## src/rtl/adcc_pkg.sv

```systemverilog
// Shared types and lane assignments for the six-lane serial ADC capture engine.
package adcc_pkg;

    // Frame sequencer states: idle with chip select high, then alternating clock levels.
    typedef enum logic [1:0] {
        SEQ_IDLE = 2'd0,
        SEQ_LOW  = 2'd1,
        SEQ_HIGH = 2'd2
    } seq_state_t;

    // Lane order on the data inputs and stream outputs.
    localparam int LANE_VOLT_A = 0;
    localparam int LANE_CURR_A = 1;
    localparam int LANE_VOLT_B = 2;
    localparam int LANE_CURR_B = 3;
    localparam int LANE_VOLT_C = 4;
    localparam int LANE_CURR_C = 5;

endpackage

```

## src/rtl/adcc_sync2.sv

```systemverilog
// Two-flop synchroniser for a single level signal from another clock domain.
// Assumes the source level is held for several destination clock cycles.
module adcc_sync2 (
    input  logic clk,
    input  logic rst_n,
    input  logic d_async,
    output logic q_sync
);
    logic meta_q;

    // Capture the asynchronous level through two back-to-back flops.
    always_ff @(posedge clk) begin
        if (!rst_n) begin
            meta_q <= 1'b0;
            q_sync <= 1'b0;
        end else begin
            meta_q <= d_async;
            q_sync <= meta_q;
        end
    end
endmodule

```

## src/rtl/adcc_frame_seq.sv

```systemverilog
// Frame sequencer: divides the system clock into the serial clock, drives the
// shared chip select and issues a shift strobe for every retained bit plus a
// strobe when a frame ends. Assumes HALF_CYC >= 1 and FRAME_BITS > SAMPLE_W.
module adcc_frame_seq
    import adcc_pkg::*;
#(
    parameter int HALF_CYC   = 2,
    parameter int FRAME_BITS = 14,
    parameter int SAMPLE_W   = 12
) (
    input  logic clk,
    input  logic rst_n,
    input  logic start_s,
    output logic cs_n,
    output logic sclk,
    output logic shift_en,
    output logic frame_done
);
    localparam int HC_W  = $clog2(HALF_CYC + 1);
    localparam int GAP   = 2 * HALF_CYC;
    localparam int GAP_W = $clog2(GAP + 1);
    localparam int BIT_W = $clog2(FRAME_BITS);
    localparam logic [BIT_W-1:0] LAST_BIT = BIT_W'(FRAME_BITS - 1);
    localparam logic [BIT_W-1:0] KEEP_LIM = BIT_W'(SAMPLE_W);

    seq_state_t       state_q;
    logic [HC_W-1:0]  hcnt_q;
    logic [GAP_W-1:0] gcnt_q;
    logic [BIT_W-1:0] bit_q;
    logic             half_done;
    logic             gap_done;

    assign half_done = (hcnt_q == HC_W'(HALF_CYC - 1));
    assign gap_done  = (gcnt_q == GAP_W'(GAP - 1));

    // Sequence idle gap, clock levels and the bit countdown.
    always_ff @(posedge clk) begin
        if (!rst_n) begin
            state_q <= SEQ_IDLE;
            hcnt_q  <= '0;
            gcnt_q  <= '0;
            bit_q   <= LAST_BIT;
        end else begin
            case (state_q)
                SEQ_IDLE: begin
                    hcnt_q <= '0;
                    if (gap_done && start_s) begin
                        state_q <= SEQ_LOW;
                        gcnt_q  <= '0;
                        bit_q   <= LAST_BIT;
                    end else if (!gap_done) begin
                        gcnt_q <= gcnt_q + 1'b1;
                    end
                end
                SEQ_LOW: begin
                    if (half_done) begin
                        hcnt_q  <= '0;
                        state_q <= SEQ_HIGH;
                    end else begin
                        hcnt_q <= hcnt_q + 1'b1;
                    end
                end
                SEQ_HIGH: begin
                    if (half_done) begin
                        hcnt_q <= '0;
                        if (bit_q == '0) begin
                            state_q <= SEQ_IDLE;
                        end else begin
                            bit_q   <= bit_q - 1'b1;
                            state_q <= SEQ_LOW;
                        end
                    end else begin
                        hcnt_q <= hcnt_q + 1'b1;
                    end
                end
                default: state_q <= SEQ_IDLE;
            endcase
        end
    end

    // Decode pin levels and strobes from the state registers.
    always_comb begin
        cs_n       = (state_q == SEQ_IDLE);
        sclk       = (state_q != SEQ_LOW);
        shift_en   = (state_q == SEQ_LOW) && half_done && (bit_q < KEEP_LIM);
        frame_done = (state_q == SEQ_HIGH) && half_done && (bit_q == '0);
    end

    // ---- checker state: observed pin history ----
    logic             chk_cs_q;
    logic             chk_sclk_q;
    logic [7:0]       chk_falls;
    logic [GAP_W:0]   chk_gap;

    // Track falling serial clock edges per frame and the chip-select-high run.
    always_ff @(posedge clk) begin
        if (!rst_n) begin
            chk_cs_q   <= 1'b1;
            chk_sclk_q <= 1'b1;
            chk_falls  <= '0;
            chk_gap    <= '0;
        end else begin
            chk_cs_q   <= cs_n;
            chk_sclk_q <= sclk;
            if (cs_n && chk_cs_q)
                chk_falls <= '0;
            else if (chk_sclk_q && !sclk && chk_falls != 8'hFF)
                chk_falls <= chk_falls + 1'b1;
            if (!cs_n)
                chk_gap <= '0;
            else if (chk_gap != {(GAP_W+1){1'b1}})
                chk_gap <= chk_gap + 1'b1;
        end
    end


    sclk_idle_chk: assert property (@(posedge clk) disable iff (!rst_n) cs_n |-> sclk);

    start_gate_chk: assert property (@(posedge clk) disable iff (!rst_n) (!start_s && cs_n) |=> cs_n);

    frame_len_chk: assert property (@(posedge clk) disable iff (!rst_n)
        $rose(cs_n) |-> (chk_falls == 8'(FRAME_BITS)));

    idle_gap_chk: assert property (@(posedge clk) disable iff (!rst_n)
        $fell(cs_n) |-> (chk_gap >= (GAP_W+1)'(GAP)));
endmodule

```

## src/rtl/adcc_lane.sv

```systemverilog
// One capture lane: shifts in retained bits MSB first, then holds the finished
// sample on an AXI4-Stream master output with a sticky overrun flag.
// Assumes shift_en and frame_done come from the shared frame sequencer.
module adcc_lane #(
    parameter int SAMPLE_W = 12,
    parameter int TDATA_W  = 16
) (
    input  logic               clk,
    input  logic               rst_n,
    input  logic               sdata,
    input  logic               shift_en,
    input  logic               frame_done,
    input  logic               tready,
    output logic [TDATA_W-1:0] tdata,
    output logic               tvalid,
    output logic               overrun
);
    localparam int PAD_W = TDATA_W - SAMPLE_W;

    logic [SAMPLE_W-1:0] shreg_q;

    // Shift the serial bit in at each retained rising clock edge.
    always_ff @(posedge clk) begin
        if (!rst_n)
            shreg_q <= '0;
        else if (shift_en)
            shreg_q <= {shreg_q[SAMPLE_W-2:0], sdata};
    end

    // Present the finished sample, honour the handshake, flag overwrites.
    always_ff @(posedge clk) begin
        if (!rst_n) begin
            tdata   <= '0;
            tvalid  <= 1'b0;
            overrun <= 1'b0;
        end else if (frame_done) begin
            tdata  <= {{PAD_W{1'b0}}, shreg_q};
            tvalid <= 1'b1;
            if (tvalid && !tready)
                overrun <= 1'b1;
        end else if (tvalid && tready) begin
            tvalid <= 1'b0;
        end
    end


    valid_hold_chk: assert property (@(posedge clk) disable iff (!rst_n)
        (tvalid && !tready) |=> tvalid);

    data_hold_chk: assert property (@(posedge clk) disable iff (!rst_n)
        (tvalid && !tready && !frame_done) |=> $stable(tdata));

    overrun_sticky_chk: assert property (@(posedge clk) disable iff (!rst_n)
        overrun |=> overrun);

    pad_zero_chk: assert property (@(posedge clk) disable iff (!rst_n)
        tvalid |-> (tdata[TDATA_W-1:SAMPLE_W] == '0));
endmodule

```

## src/rtl/adc_frame_capture.sv

```systemverilog
// Top of the six-lane serial ADC capture engine. Synchronises the start input,
// runs the shared frame sequencer and one capture lane per data line.
// Assumes the converters change data on falling serial clock edges.
module adc_frame_capture #(
    parameter int LANES      = 6,
    parameter int HALF_CYC   = 2,
    parameter int FRAME_BITS = 14,
    parameter int SAMPLE_W   = 12,
    parameter int TDATA_W    = 16
) (
    input  logic                     clk,
    input  logic                     rst_n,
    input  logic                     start_async,
    output logic                     adc_cs_n,
    output logic                     adc_sclk,
    input  logic [LANES-1:0]         adc_sdata,
    output logic [LANES*TDATA_W-1:0] m_tdata,
    output logic [LANES-1:0]         m_tvalid,
    input  logic [LANES-1:0]         m_tready,
    output logic [LANES-1:0]         m_overrun
);
    logic start_s;
    logic shift_en;
    logic frame_done;

    adcc_sync2 u_sync (
        .clk     (clk),
        .rst_n   (rst_n),
        .d_async (start_async),
        .q_sync  (start_s)
    );

    adcc_frame_seq #(
        .HALF_CYC   (HALF_CYC),
        .FRAME_BITS (FRAME_BITS),
        .SAMPLE_W   (SAMPLE_W)
    ) u_seq (
        .clk        (clk),
        .rst_n      (rst_n),
        .start_s    (start_s),
        .cs_n       (adc_cs_n),
        .sclk       (adc_sclk),
        .shift_en   (shift_en),
        .frame_done (frame_done)
    );

    for (genvar i = 0; i < LANES; i++) begin : g_lane
        adcc_lane #(
            .SAMPLE_W (SAMPLE_W),
            .TDATA_W  (TDATA_W)
        ) u_lane (
            .clk        (clk),
            .rst_n      (rst_n),
            .sdata      (adc_sdata[i]),
            .shift_en   (shift_en),
            .frame_done (frame_done),
            .tready     (m_tready[i]),
            .tdata      (m_tdata[i*TDATA_W +: TDATA_W]),
            .tvalid     (m_tvalid[i]),
            .overrun    (m_overrun[i])
        );
    end


    lanes_aligned_chk: assert property (@(posedge clk) disable iff (!rst_n)
        $onehot0(~m_tvalid) || (m_tvalid == '1) || (m_tvalid == '0) || (m_tready != '1));
endmodule

```

## config.mk

```make
export PLATFORM = sky130hd
export DESIGN_NAME = adc_frame_capture
export DESIGN_NICKNAME = d
export VERILOG_FILES = /design/src/rtl/adcc_pkg.sv /design/src/rtl/adcc_sync2.sv /design/src/rtl/adcc_frame_seq.sv /design/src/rtl/adcc_lane.sv /design/src/rtl/adc_frame_capture.sv
export SDC_FILE = /design/constraint.sdc
export NUM_CORES = 1
export LEC_CHECK = 0
export ABC_AREA = 0
export BUFFER_PORTS_ARGS = -buffer_cell sky130_fd_sc_hd__buf_2
export CAP_MARGIN = 40
export CORE_MARGIN = 5
export CORE_UTILIZATION = 54
export CTS_BUF_LIST = sky130_fd_sc_hd__clkbuf_4 sky130_fd_sc_hd__clkbuf_8 sky130_fd_sc_hd__clkbuf_16
export DETAILED_ROUTE_END_ITERATION = 10
export PLACE_DENSITY = 0.76
export SETUP_SLACK_MARGIN = 0.4
export SLEW_MARGIN = 5
export SYNTH_ARGS = -nofsm -noshare
export SYNTH_HDL_FRONTEND = slang
export SYNTH_SLANG_ARGS = --single-unit
```

## constraint.sdc

```tcl
create_clock -name clk -period 1.9 [get_ports clk]
set_input_delay 0 -clock clk [delete_from_list [all_inputs] [get_ports clk]]
set_output_delay 0 -clock clk [all_outputs]
set_load 0.02 [all_outputs]
```

# [Yosys cells after proc, flatten, opt, wreduce, memory -nomap -nowiden]
# Cells that the tools add are included.
[word_totals] out_inout_bits=110 in_bits=15 ff_bits=169
[op_classes] n_lt_le_gt_ge=1 n_eq_ne=10 mux=25 n_reduce_logical=43 add_sub_neg=3
[ops] op="1-bit logical AND" n=17
[ops] op="2-bit nonzero test" n=8
[ops] op="2-bit AND reduction" n=7
[ops] op="1-bit 2-to-1 mux" n=13
[ops] op="4-bit 2-to-1 mux" n=3
[ops] op="2-bit 2-to-1 mux" n=4
[ops] op="2-bit by 1-bit != test with 1-bit output, second input constant" n=4
[ops] op="4-bit one-hot mux with 2 select lines" n=1
[ops] op="1-bit zero test" n=6
[ops] op="3-bit 2-to-1 mux" n=2
[ops] op="2-bit one-hot mux with 3 select lines" n=1
[ops] op="2-bit by 1-bit equality test with 1-bit output, second input constant" n=2
[ops] op="4-bit zero test" n=1
[ops] op="4-bit less-than comparator, second input constant" n=1
[ops] op="2-bit != test, second input constant" n=2
[ops] op="2-bit one-hot mux with 2 select lines" n=1
[ops] op="4-bit AND reduction" n=1
[ops] op="4-bit by 1-bit subtractor with 4-bit output, second input constant" n=1
[ops] op="3-bit by 1-bit adder with 3-bit output, second input constant" n=1
[ops] op="3-bit by 2-bit equality test with 1-bit output, second input constant" n=1
[ops] op="3-bit AND reduction" n=1
[ops] op="2-bit by 1-bit adder with 2-bit output, second input constant" n=1
[ops] op="2-bit equality test, second input constant" n=1
[ops] op="2-bit zero test" n=1
[ops] op="2-bit OR reduction" n=1

# [Depth between registers and ports, before layout]
[depth] ltp_word=4 depth_mapped=8

# [Cells and area by module]
# From an unflattened synthesis, not the netlist that was laid out.
[hier_totals] cells_unflattened=607 hier_area_um2=6827.8
[by_module_without_submodules] module="adcc_lane" area_per_inst_um2=1023.5 n_inst=6 cells_per_inst=88
[by_module_without_submodules] module="adcc_frame_seq" area_per_inst_um2=634.4 n_inst=1 cells_per_inst=75
[by_module_without_submodules] module="adcc_sync2" area_per_inst_um2=52.6 n_inst=1 cells_per_inst=4

# [Least setup slack after synthesis]
# Ideal clock, no wire load.
[synth_timing] kind="reg2reg" start="register u_seq.state_q[0]" end="register u_seq.bit_q[0]" setup_slack_ns=0.358 period_less_slack_ns=1.542 setup_ns=0.078 stages_incl_launch_ff=8 arrival_ns=1.465 path_cell_list="dfxtp_1 inv_1 ha_1 clkbuf_1 inv_1 o22ai_1 nand2_1 a32oi_1"
[synth_between] elab_chain_cells=3 elab_cells_between_ends=8
[synth_lines] element="from (decl)" line="adcc_frame_seq.sv:26" text="seq_state_t state_q;"
[synth_lines] element="from (signal assigned)" line="adcc_frame_seq.sv:39" text="state_q <= SEQ_IDLE;"
[synth_lines] element="from (signal assigned)" line="adcc_frame_seq.sv:48" text="state_q <= SEQ_LOW;"
[synth_lines] element="from (signal assigned)" line="adcc_frame_seq.sv:58" text="state_q <= SEQ_HIGH;"
[synth_lines] element="2-bit zero test (*)"
[synth_lines] element="net adc_cs_n" line="adc_frame_capture.sv:14" text="output logic adc_cs_n,"
[synth_lines] element="2-bit by 1-bit != test with 1-bit output (no line) / 2-bit nonzero test (equally long branches)"
[synth_lines] element="4-bit AND reduction (no line)"
[synth_lines] element="to (signal assigned)" line="adcc_frame_seq.sv:69" text="bit_q <= bit_q - 1'b1;"
[synth_lines] element="to (decl)" line="adcc_frame_seq.sv:29" text="logic [BIT_W-1:0] bit_q;"
# Mark *: on every way through the listed nets, which the timed path passes. The rest lies on a longest branch.
# A chain may end at the register's enable or synchronous reset.

# [Worst setup path after layout]
[layout_timing] start="register u_seq.bit_q[1]" end="register g_lane[2].u_lane.tdata[9]"
[layout_between] elab_chain_cells=2
[layout_lines] element="4-bit zero test" line="adcc_frame_seq.sv:86" text="frame_done = (state_q == SEQ_HIGH) && half_done && (bit_q == '0);"
[layout_lines] element="1-bit logical AND" line="adcc_frame_seq.sv:86"
[layout_lines] element="to (signal assigned)" line="adcc_lane.sv:37" text="tdata <= {{PAD_W{1'b0}}, shreg_q};"
[layout_lines] element="to (decl)" line="adcc_lane.sv:14" text="output logic [TDATA_W-1:0] tdata,"
# Every way passes these cells.

==> out/results.txt <==
Max Root-Sink Buffers: 2
CTS Sinks: 169
layout cells sized above 1: 26.2%
die extent in y: 118 um
Worst Setup End Kind: register
Mapped Avg Cell Area: 8.11 sq um
Mapped Cells: 781
leak pwr: 3.40 nW
class of the worst hold path: in2reg
top post-synthesis cells by area: dfxtp_1 53%, nand2_1 17%, a21oi_1 12%, buf_4 4.3%, buf_2 1.8%
status: finished, final reports clean
power share of the clock group: 48.4%
crit-path max FO: 9
dpl ws: 0.131 ns
post-DP HPWL: 8460 um
Worst setup SP type: register
Final setup viols: 0
Fin. Hold Viols: 0
switching share of total power: 22.4%
PwrDens: 980 mW/mm^2
combinational group share of total power: 8.2%
length of routed met3 wiring: 1390 um
initial cell density of the core: 55.2%
drt first pass iters: 5
synthesized cell area: 0.00633 sq mm
fin crit period: 1.73 ns
initial antenna violation count: 0
number of global-route vias before repair: 5385
largest net degree at the start of global routing: 73
diode count: 0
Yosys warning total: 0
CP Cell Sequence: inv_2 > ha_4 > buf_6 > nor3b_4 > nand3_4 > buf_12 > clkbuf_16 > nand2_1 > a21oi_1
Post-Route M1 WL: 7110 um
final setup margin: 0.174 ns
Pint: 6.51 mW
Seq/Total Area, Yosys: 53.4%
Worst VDD drop: 0.866 mV
CP Data Required Time: 2.20 ns
total power: 8.39 mW
post-synth top area share: 53.4%
Num CTS Buffers: 17
IO buf count: 100
H-tree depth: 4
FF+latch count, synth: 169
first-pass GRT wire length: 26100 um
Core Area: 0.0115 sq mm
Clock Root Buffer: clkbuf_16
Area growth syn-to-layout: 35.2%
Max stage delay cell, worst path: dfxtp_2
CP Buf/Inv Count: 4
Worst-path clk slew: 0.06 ns
Clk Latency, worst-skew pair: 0.43 ns
Die Wd: 118 um
post-DR wirelength/cell: 17.0 um
I/O pin count: 125
most common cell after layout, fill and taps aside: nand2_1
critical path's largest stage delay: 0.33 ns
DR DRC count: 0
Filler Cell Count: 775
WL met2: 9140 um
Switching Power: 1.88 mW
clk_skew: 0.00662 ns
Final Slew Violations: 0
Top Family by Delay on Critical Path: simple AND/OR/NAND/NOR gates
Post-Route Setup TNS: 0 ns
global placement routability congestion: 0.847
f_max: 579 MHz
max-capacitance violation count: 0
leading area contributor after synthesis: dfxtp_1
Overflow after GRT: 0
Die ar.: 0.0140 sq mm
row count: 39
CTS tree: yes
via count: 5761
Critical Path AT: 2.03 ns
Vias/cell: 5.42
Final period util: 90.8%
final net count: 927
final wirelength: 18100 um
unrepaired setup endpoints after global routing: yes
DRT antenna net count: 0
Total GRT Usage: 22.6%
Iteration-0 DRC Markers: 617
Yosys cell types: 36
most frequent cells in the layout: 287 x nand2_1, 164 x dfxtp_1, 145 x a21oi_1
top layer in use: met4
Seq pwr share: 43.3%
Crit Path Category: reg2reg
==> worst paths after layout <==
| path | depth (start not counted) | slack (ns) | from | end |
|---|---|---|---|---|
| hold / removal | 3 | 0.31 | start_async | u_sync.meta_q$_SDFF_PN0_ |
| hold reg to reg | 1 | 0.43 | u_sync.meta_q$_SDFF_PN0_ | u_sync.q_sync$_SDFF_PN0_ |
| setup reg to reg | 9 | 0.17 | u_seq.bit_q[1]$_SDFFE_PN0P_ | g_lane[2].u_lane.tdata[9]$_SDFFE_PN0P_ |
| setup / recovery | 9 | 0.17 | u_seq.bit_q[1]$_SDFFE_PN0P_ | g_lane[2].u_lane.tdata[9]$_SDFFE_PN0P_ |
==> cell usage after synthesis (all sizes together) <==
cell and n:
nand2 294, inv 8, clkbuf 21, nor3 2, a311oi 1, buf 66
o22ai 1, a21oi 156, nor4 1, nor2 12, nor2b 1, or3b 1
o21ai 2, dfxtp 169, and2b 1, o211a 1, conb 1, and2 2
a31o 2, a211oi 2, nand2b 9, o32ai 1, mux2i 2, a31oi 2
and3 1, o21a 7, nand3b 3, ha 6, o2bb2ai 1, nand3 2
nor3b 1, a32oi 2
==> routing by layer <==
metal	up-vias	track usage (%)
met3	40	7.07
met5	-	0
met4	0	7.53
li1	2736	-
met1	2731	27.7
met2	254	37.7
==> power by group through the flow <==
stage / clock, mW / sequential, mW / combinational, mW
2_1_floorplan: 0 / 3.68 / 0.398
3_3_place_gp: 0 / 3.69 / 0.447
3_5_place_dp: 0 / 3.69 / 0.475
4_1_cts: 4.08 / 3.61 / 0.531
5_1_grt: 4.25 / 3.64 / 0.741
6_report: 4.06 / 3.64 / 0.690
==> state kept, by name (all words and copies together) (netlist names) <==
name / cells
u_seq.state_q: 2
u_seq.bit_q: 4
u_seq.hcnt_q: 2
u_sync.q_sync: 1
u_seq.gcnt_q: 3
u_sync.meta_q: 1
g_lane.u_lane.shreg_q: 72
g_lane.u_lane.overrun: 6
g_lane.u_lane.tvalid: 6
g_lane.u_lane.tdata: 72
==> logic make-up (layout without fill, tap and decap cells) <==
family / count (synthesis) / after routing / share of synthesized area (%)
buffers and inverters: 95 / 209 / 9.07
AND/OR/NAND/NOR: 330 / 331 / 20.9
multiplexers: 2 / 2 / 0.316
adder cells (fa/ha/maj): 6 / 6 / 1.19
other: 1 / 24 / 0.0592
flip-flops: 169 / 169 / 53.4
AO/OA/AOI/OAI: 178 / 178 / 15.0
==> metrics by stage <==
stage | hold slack, ns | util (%) | std cells | instance area, sq um
after detailed placement | 0.211 | 59.0 | 971 | 6770
after global routing | 0.308 | 74.7 | 1062 | 8560
after floorplan | 0.122 | - | 804 | 6430
after CTS | 0.296 | 70.5 | 1043 | 8080
after global placement | 0.213 | 59.0 | 971 | 6770
final | 0.309 | 74.7 | 1062 | 8560
==> timing repair <==
item,CTS,global route
endpoints found under the setup margin,162,162
pin swaps,11,19
cloned,8,11
hold endpoints to repair,21,0
hold buffers,14,0
buffers inserted,18,8
gates resized for setup,36,42
==> worst min-delay path, delay by kind of cell <==
family	cells	cell delay [ns]
buffers and inverters	2	0.60
AND/OR/NAND/NOR	1	0.10
==> layout make-up <==
| class | count | area (sq um) | area share, % |
|---|---|---|---|
| Timing Repair Buffer | 169 | 1540 | 18.0 |
| Inverter | 8 | 35.0 | 0.409 |
| Multi-Input combinational cell | 541 | 2720 | 31.7 |
| Clock inverter | 13 | 246 | 2.88 |
| Sequential cell | 169 | 3390 | 39.6 |
| Clock buffer | 19 | 453 | 5.29 |
| Tap cell | 143 | 179 | 2.09 |
(Power assumes the default switching activity.)
